<file path="src/rtl/uart_tx_buffered.sv">
module uart_tx_buffered #(
  parameter int DW = 8,
  parameter int BW = (DW > 8) ? DW : 8
) (
  input  logic          clk,
  input  logic          rst_n,
  input  logic          bit_tick,
  input  logic          ctrl_wr,
  input  logic          data_wr,
  input  logic          ctrl_rd,
  input  logic [BW-1:0] wdata,
  output logic [7:0]    ctrl_rdata,
  output logic          txd,
  output logic          irq
);

  localparam int FW = DW + 2;
  localparam int CW = $clog2(FW + 1);

  logic          en_q, pen_q, podd_q;
  logic          full_q, busy_q, txd_q, done_q, armed_q;
  logic [DW-1:0] buf_q;
  logic [FW-1:0] sh_q;
  logic [CW-1:0] cnt_q;

  logic en_nx, load, par;

  assign en_nx = ctrl_wr ? wdata[0] : en_q;
  assign load  = bit_tick && full_q && (!busy_q || cnt_q == '0);
  assign par   = (^buf_q) ^ podd_q;

  always_ff @(posedge clk) begin
    if (!rst_n) begin
      en_q    <= 1'b0;
      pen_q   <= 1'b0;
      podd_q  <= 1'b0;
      full_q  <= 1'b0;
      busy_q  <= 1'b0;
      txd_q   <= 1'b1;
      done_q  <= 1'b0;
      armed_q <= 1'b0;
      buf_q   <= '0;
      sh_q    <= '1;
      cnt_q   <= '0;
    end else begin
      if (ctrl_wr) begin
        en_q   <= wdata[0];
        pen_q  <= wdata[1];
        podd_q <= wdata[2];
      end
      if (!en_nx) begin
        full_q  <= 1'b0;
        busy_q  <= 1'b0;
        txd_q   <= 1'b1;
        done_q  <= 1'b0;
        armed_q <= 1'b0;
      end else begin
        if (ctrl_rd) done_q <= 1'b0;
        if (load) begin
          busy_q  <= 1'b1;
          txd_q   <= 1'b0;
          sh_q    <= {1'b1, pen_q ? par : 1'b1, buf_q};
          cnt_q   <= pen_q ? CW'(FW) : CW'(FW - 1);
          armed_q <= 1'b1;
          done_q  <= 1'b0;
        end else if (bit_tick && busy_q) begin
          if (cnt_q == '0) begin
            busy_q <= 1'b0;
            done_q <= 1'b1;
          end else begin
            txd_q <= sh_q[0];
            sh_q  <= {1'b1, sh_q[FW-1:1]};
            cnt_q <= cnt_q - 1'b1;
          end
        end
        if (data_wr) begin
          full_q <= 1'b1;
          buf_q  <= wdata[DW-1:0];
        end else if (load) begin
          full_q <= 1'b0;
        end
      end
    end
  end

  assign txd        = txd_q;
  assign irq        = armed_q && !full_q;
  assign ctrl_rdata = {2'b00, done_q, !full_q, 1'b0, podd_q, pen_q, en_q};

  assert_off_idle_R1: assert property (@(posedge clk) disable iff (!rst_n)
    !en_q |-> (txd && ctrl_rdata[4] && !irq));

  assert_start_on_tick_R2: assert property (@(posedge clk) disable iff (!rst_n)
    $fell(txd) |-> $past(bit_tick));

  assert_line_moves_R2: assert property (@(posedge clk) disable iff (!rst_n)
    !$stable(txd) |-> $past(bit_tick || ctrl_wr));

  assert_empty_rise_R5: assert property (@(posedge clk) disable iff (!rst_n)
    ($rose(ctrl_rdata[4]) && en_q) |-> $past(bit_tick));

  assert_write_fills_R5: assert property (@(posedge clk) disable iff (!rst_n)
    (data_wr && en_q && !ctrl_wr) |=> !ctrl_rdata[4]);

  assert_irq_needs_empty_R6: assert property (@(posedge clk) disable iff (!rst_n)
    irq |-> (ctrl_rdata[4] && en_q));

  assert_read_clears_R7: assert property (@(posedge clk) disable iff (!rst_n)
    (ctrl_rd && !busy_q) |=> !ctrl_rdata[5]);

  assert_done_line_high_R7: assert property (@(posedge clk) disable iff (!rst_n)
    ctrl_rdata[5] |-> txd);

endmodule

</file>
<file path="config.mk">
export PLATFORM = sky130hd
export DESIGN_NAME = uart_tx_buffered
export DESIGN_NICKNAME = d
export VERILOG_FILES = /design/src/rtl/uart_tx_buffered.sv
export SDC_FILE = /design/constraint.sdc
export NUM_CORES = 1
export LEC_CHECK = 0
export BUFFER_PORTS_ARGS = -buffer_cell sky130_fd_sc_hd__buf_2
export CORE_MARGIN = 4
export CORE_UTILIZATION = 50
export DETAILED_ROUTE_END_ITERATION = 12
export GPL_TIMING_DRIVEN = 0
export PLACE_DENSITY_LB_ADDON = 0.3
export SLEW_MARGIN = 20
export SYNTH_ARGS = -nofsm -noshare
export SYNTH_HDL_FRONTEND = slang
export SYNTH_SLANG_ARGS = --single-unit
</file>
<file path="constraint.sdc">
create_clock -name clk -period 1.74 [get_ports clk]
set_input_delay 0.348 -clock clk [delete_from_list [all_inputs] [get_ports clk]]
set_output_delay 0.348 -clock clk [all_outputs]
set_load 0.01 [all_outputs]
</file>
# Word-level counts from Yosys, hierarchy flattened
# Cells that the tools add are included.
# classes
n_reduce_logical	18
n_eq_ne	1
bitwise_logic	3
muxes	20
add_sub_neg	1
# ops
cell	n
10-bit two-way mux	3
1-bit two-way mux	13
4-bit two-way mux	3
2-bit AND reduction	4
8-bit parity	1
2-bit nonzero test	3
1-bit logical AND	4
4-bit zero test	1
4-bit by 1-bit subtractor with 4-bit output, second input constant	1
3-bit AND reduction	1
3-bit OR reduction	1
1-bit zero test	2
2-bit two-way mux	1
2-bit inequality test, second input constant	1
1-bit inverter	2
1-bit logical OR	1
1-bit XOR	1
# totals
elab_cells	54
in_bits	14
regBits	30

# Depth between registers and ports, before layout
# logic_depth
ltp_word	5
depth_mapped	7
depth_no_buf	6

# Worst setup path before layout
# OpenSTA, ideal clock, no wires.
# synth_path
kind	register -> register
start	register cnt_q[0]
end	register cnt_q[1]
setup_ps	119
setup_slack_ps	97
arrival_ps	1525
path_buffers	0
period_less_slack_ps	1643
stages_incl_launch_ff	7
path_cell_list	dfxtp_1 inv_1 ha_1 or3b_4 and2_1 o31a_1 o221a_1
# synth_via
elab_chain_cells	5
word_cells_on_any_way	10
cone_classes	add/sub (1); eq/ne (1); mux (3); reduce/logical (5)
# synth_lines
element	line	text
from (decl)	24	logic [CW-1:0] cnt_q;
from (signal assigned)	63	cnt_q <= pen_q ? CW'(FW) : CW'(FW - 1);
from (signal assigned)	73	cnt_q <= cnt_q - 1'b1;
parallel branches: the longest is 5 deep, another holds 4-bit by 1-bit subtractor with 4-bit output	-	
# Several ways; the timed one is not identified. The select of a mux whose other input is x is not followed.
# A chain may end at the register's enable or synchronous reset.

# Worst setup path in the final report
# layout_path
start	register cnt_q[1]
end	register sh_q[5]
# layout_via
elab_chain_cells	5
word_cells_on_any_way	7
cone_classes	eq/ne (1); mux (1); reduce/logical (5)
# layout_lines
element	line	text
4-bit zero test *	29, 67	
1-bit logical OR	29	assign load = bit_tick && full_q && (!busy_q || cnt_q == '0);
1-bit logical AND	29	
2-bit inequality test (no source line) or 2-bit nonzero test (tied branches)	-	
3-bit AND reduction (no source line)	-	
to (signal assigned)	62	sh_q <= {1'b1, pen_q ? par : 1'b1, buf_q};
to (signal assigned)	72	sh_q <= {1'b1, sh_q[FW-1:1]};
to (decl)	23	logic [FW-1:0] sh_q;
# Every way passes the cells marked *; elsewhere a longest branch is shown, timed or not.

==> metrics.yaml <==
final_layout:
  drive_gt1_share_pct: 29.2
  layout_commonest_cell: "dfxtp_1"
  final_cell_mix: "26 x dfxtp_1, 21 x buf_2, 14 x nand2_1"
  syn_to_final_growth_pct: 18.9
  layout.nets: 217
  num_antenna_cells: 0
power_and_ir_drop:
  vdd_drop_max_v: 0.000588
  p_comb_share_pct: 11.5
  seqPwrFrac_pct: 52.4
  p_leak_nw: 0.816
  swShare_pct: 25.8
  p_int_mw: 0.983
  total_power_mw: 1.33
  switchingPower_mw: 0.342
  pwr-share-clk_pct: 36.1
  p_per_area_mw_per_mm2: 743
timing:
  rsz0062_at_grt: "yes"
  hold_violations: 0
  finalSetupViolations: 0
  totalNegativeSetupSlack_ns: 0
  fmax_mhz: 585
  slew_violations: 0
  fin_crit_ns: 1.71
  finClkSkew_ns: 0.0147
  fin_crit_sh_pct: 98.3
floorplan:
  rows: 19
  die_area_mm2: 0.00394
  die_w_um: 62.8
  coreArea_mm2: 0.00281
  die_h_um: 62.8
  start_util_pct: 53.4
  io_pins: 24
job:
  max_cap_violations: 0
hold_path:
  hp-start: "wdata[7]"
  hold_class: "input port to flop"
setup_path:
  worstPathArrival_ns: 1.89
  path_max_fanout: 7
  endpoint_kind: "flop"
  worstSetupPathType: "flop to flop"
  crit_required_ns: 1.92
  critPathLaunchType: "flop"
  r2r-start: "cnt_q[1]$_SDFFE_PN0P_"
  startpoint: "cnt_q[1]$_SDFFE_PN0P_"
synth:
  synth-seq-cells: 29
  synthDistinctLibCells: 43
  synth_compound_area_share_pct: 20.8
  syn_inst: 170
  synthMuxAreaShare_pct: 2.75
  synth_simple_gate_area_share_pct: 20.0
  synth_warnings: 0
  netlist_area_mm2: 0.00150
  ys_seq_area_share_pct: 38.7
  avgSynthCellArea_um2: 8.82
  synthAdderAreaFrac_pct: 1.67
  synth-xor-area-share_pct: 5.01
  synth_top_family_by_area: "compound AO/OA/AOI/OAI gates"
routing:
  wirelength_um: 3600
  firstDrtPassIters: 4
  post-route-drc-count: 0
  drt_iter0_drc: 75
  via_per_inst: 5.86
  ant_nets: 0
  num_vias: 1365
  wl_per_cell_um: 15.5
grt:
  grt_pass1_vias: 1289
  grt_pass1_wl_um: 5810
  grt_max_degree: 11
  antenna_found_initial: 0
  grt_usage_pct: 18.5
  grt_overflow: 0
placement:
  place_hpwl_um: 2530
  gp_congestion: 0.852
  port_buffers: 19
cts:
  clkSlewWorstSetupHoldPaths_ns: 0.10
  h-tree-depth: 2
  cts_tree: "built"
  cts_hold_buf: 0
  cts.sinks: 29
  cts_made_buffers: 5
  cts_root_buf: "clkbuf_4"
  clockBufferDepth: 2
  worst_skew_pair.late_latency_ns: 0.33
outcome:
  status: "completed"
==> cell usage after synthesis <==
master	number	share of area, %
buf_6	1	0.75
nor2_1	3	0.75
mux2_2	1	0.75
or3b_4	1	0.75
xor2_1	2	1.2
o311ai_0	1	0.58
and3_1	8	3.3
o221a_1	1	0.75
o31ai_1	1	0.50
nand3b_1	1	0.50
nand3_1	9	3.0
clkbuf_1	6	1.5
conb_1	1	0.25
a21boi_0	8	4.0
o21ai_0	2	0.67
nand4_1	2	0.83
o221ai_1	8	4.7
and3b_1	1	0.58
nor4b_2	1	1.0
a21boi_1	1	0.50
a211oi_1	1	0.50
buf_2	3	1.0
mux2i_1	3	2.0
buf_4	8	4.0
a21oi_1	3	1.0
nand2_2	1	0.42
nor2b_1	3	1.3
o21ai_1	2	0.67
nor4_4	1	1.4
o211a_1	1	0.67
nor3_1	4	1.3
o21a_1	3	1.5
a31oi_1	10	4.2
xnor2_1	4	2.3
inv_1	14	3.5
o31a_1	1	0.58
nor4_1	1	0.42
and2_1	1	0.42
ha_1	2	1.7
dfxtp_1	29	39
nand2_1	14	3.5
xnor3_1	1	1.5
nor3b_1	1	0.50
==> cell type report <==
type | count | area [um2]
Buffer | 17 | 116
Clock buffer | 7 | 65.1
Clock inverter | 1 | 5.00
Fill cell | 237 | 1020
Inverter | 14 | 52.6
Multi-Input combinational cell | 111 | 796
Sequential cell | 29 | 584
Tap cell | 31 | 38.8
Timing Repair Buffer | 23 | 125
==> timing repair <==
item / 4_1_cts / 5_1_grt
setup endpoints to repair: 8 / 12
pin swaps: 2 / 8
setup buffers: 2 / 2
resized for setup: 8 / 7
cloned: 0 / 0
==> registers in the layout, summed over array words and instances (netlist names) <==
| register | cells |
|---|---|
| busy_q | 1 |
| pen_q | 1 |
| cnt_q | 4 |
| full_q | 1 |
| sh_q | 9 |
| armed_q | 1 |
| done_q | 1 |
| buf_q | 8 |
| en_q | 1 |
| podd_q | 1 |
| txd | 1 |
==> final timing paths <==
path                                end  slack, ns  cells after the start
hold / removal    buf_q[7]$_SDFFE_PN0P_       0.28                      3
setup / recovery   sh_q[5]$_SDFFE_PN1P_       0.03                      7
setup reg to reg   sh_q[5]$_SDFFE_PN1P_       0.03                      7
hold reg to reg    armed_q$_SDFFE_PN0P_       0.47                      2
==> critical path, stage by stage, from the launching register on <==
cell	delay, ns
dfxtp_2	0.35
inv_2	0.07
ha_4	0.13
or3b_4	0.41
buf_6	0.15
and3_4	0.16
a31oi_1	0.15
o221ai_1	0.15
==> routing by layer <==
metal / up-vias / routed length, um / global-route usage (%)
li1: 663 / - / -
met1: 634 / 1580 / 21.6
met2: 60 / 1750 / 31.8
met3: 8 / 228 / 4.32
met4: 0 / 45 / 8.82
met5: - / 0 / 0
==> logic make-up (layout without fill, tap and decap cells) <==
family | Yosys count | count (layout)
adders and majority gates | 2 | 2
xor gates and xnor gates | 7 | 7
DFF | 29 | 29
muxes | 4 | 4
and+or+nand+nor | 52 | 52
AOI/OAI and AO/OA | 43 | 43
other | 1 | 3
buffers and inverters | 32 | 62
==> through the flow <==
| step | hold WS [ns] | util [%] | cell area (um2) | instances | setup slack (ns) |
|---|---|---|---|---|---|
| 5_1_grt | 0.278 | 63.6 | 1780 | 233 | -0.0700 |
| 2_1_floorplan | 0.429 | - | 1510 | 172 | 0.0968 |
| 4_1_cts | 0.277 | 61.9 | 1740 | 231 | 0.00669 |
| 6_report | 0.285 | 63.6 | 1780 | 233 | 0.0295 |
| 3_3_place_gp | 0.441 | 58.5 | 1640 | 222 | -0.0250 |
| 3_5_place_dp | 0.449 | 58.5 | 1640 | 222 | -0.0879 |
==> power groups by stage <==
stage	sequential, mW	combinational [mW]	clock, mW
2_1_floorplan	0.703	0.107	0
3_3_place_gp	0.706	0.146	0
3_5_place_dp	0.707	0.151	0
4_1_cts	0.694	0.151	0.481
5_1_grt	0.696	0.168	0.514
6_report	0.695	0.152	0.478
Note: power is estimated with default switching activity, not from simulation.
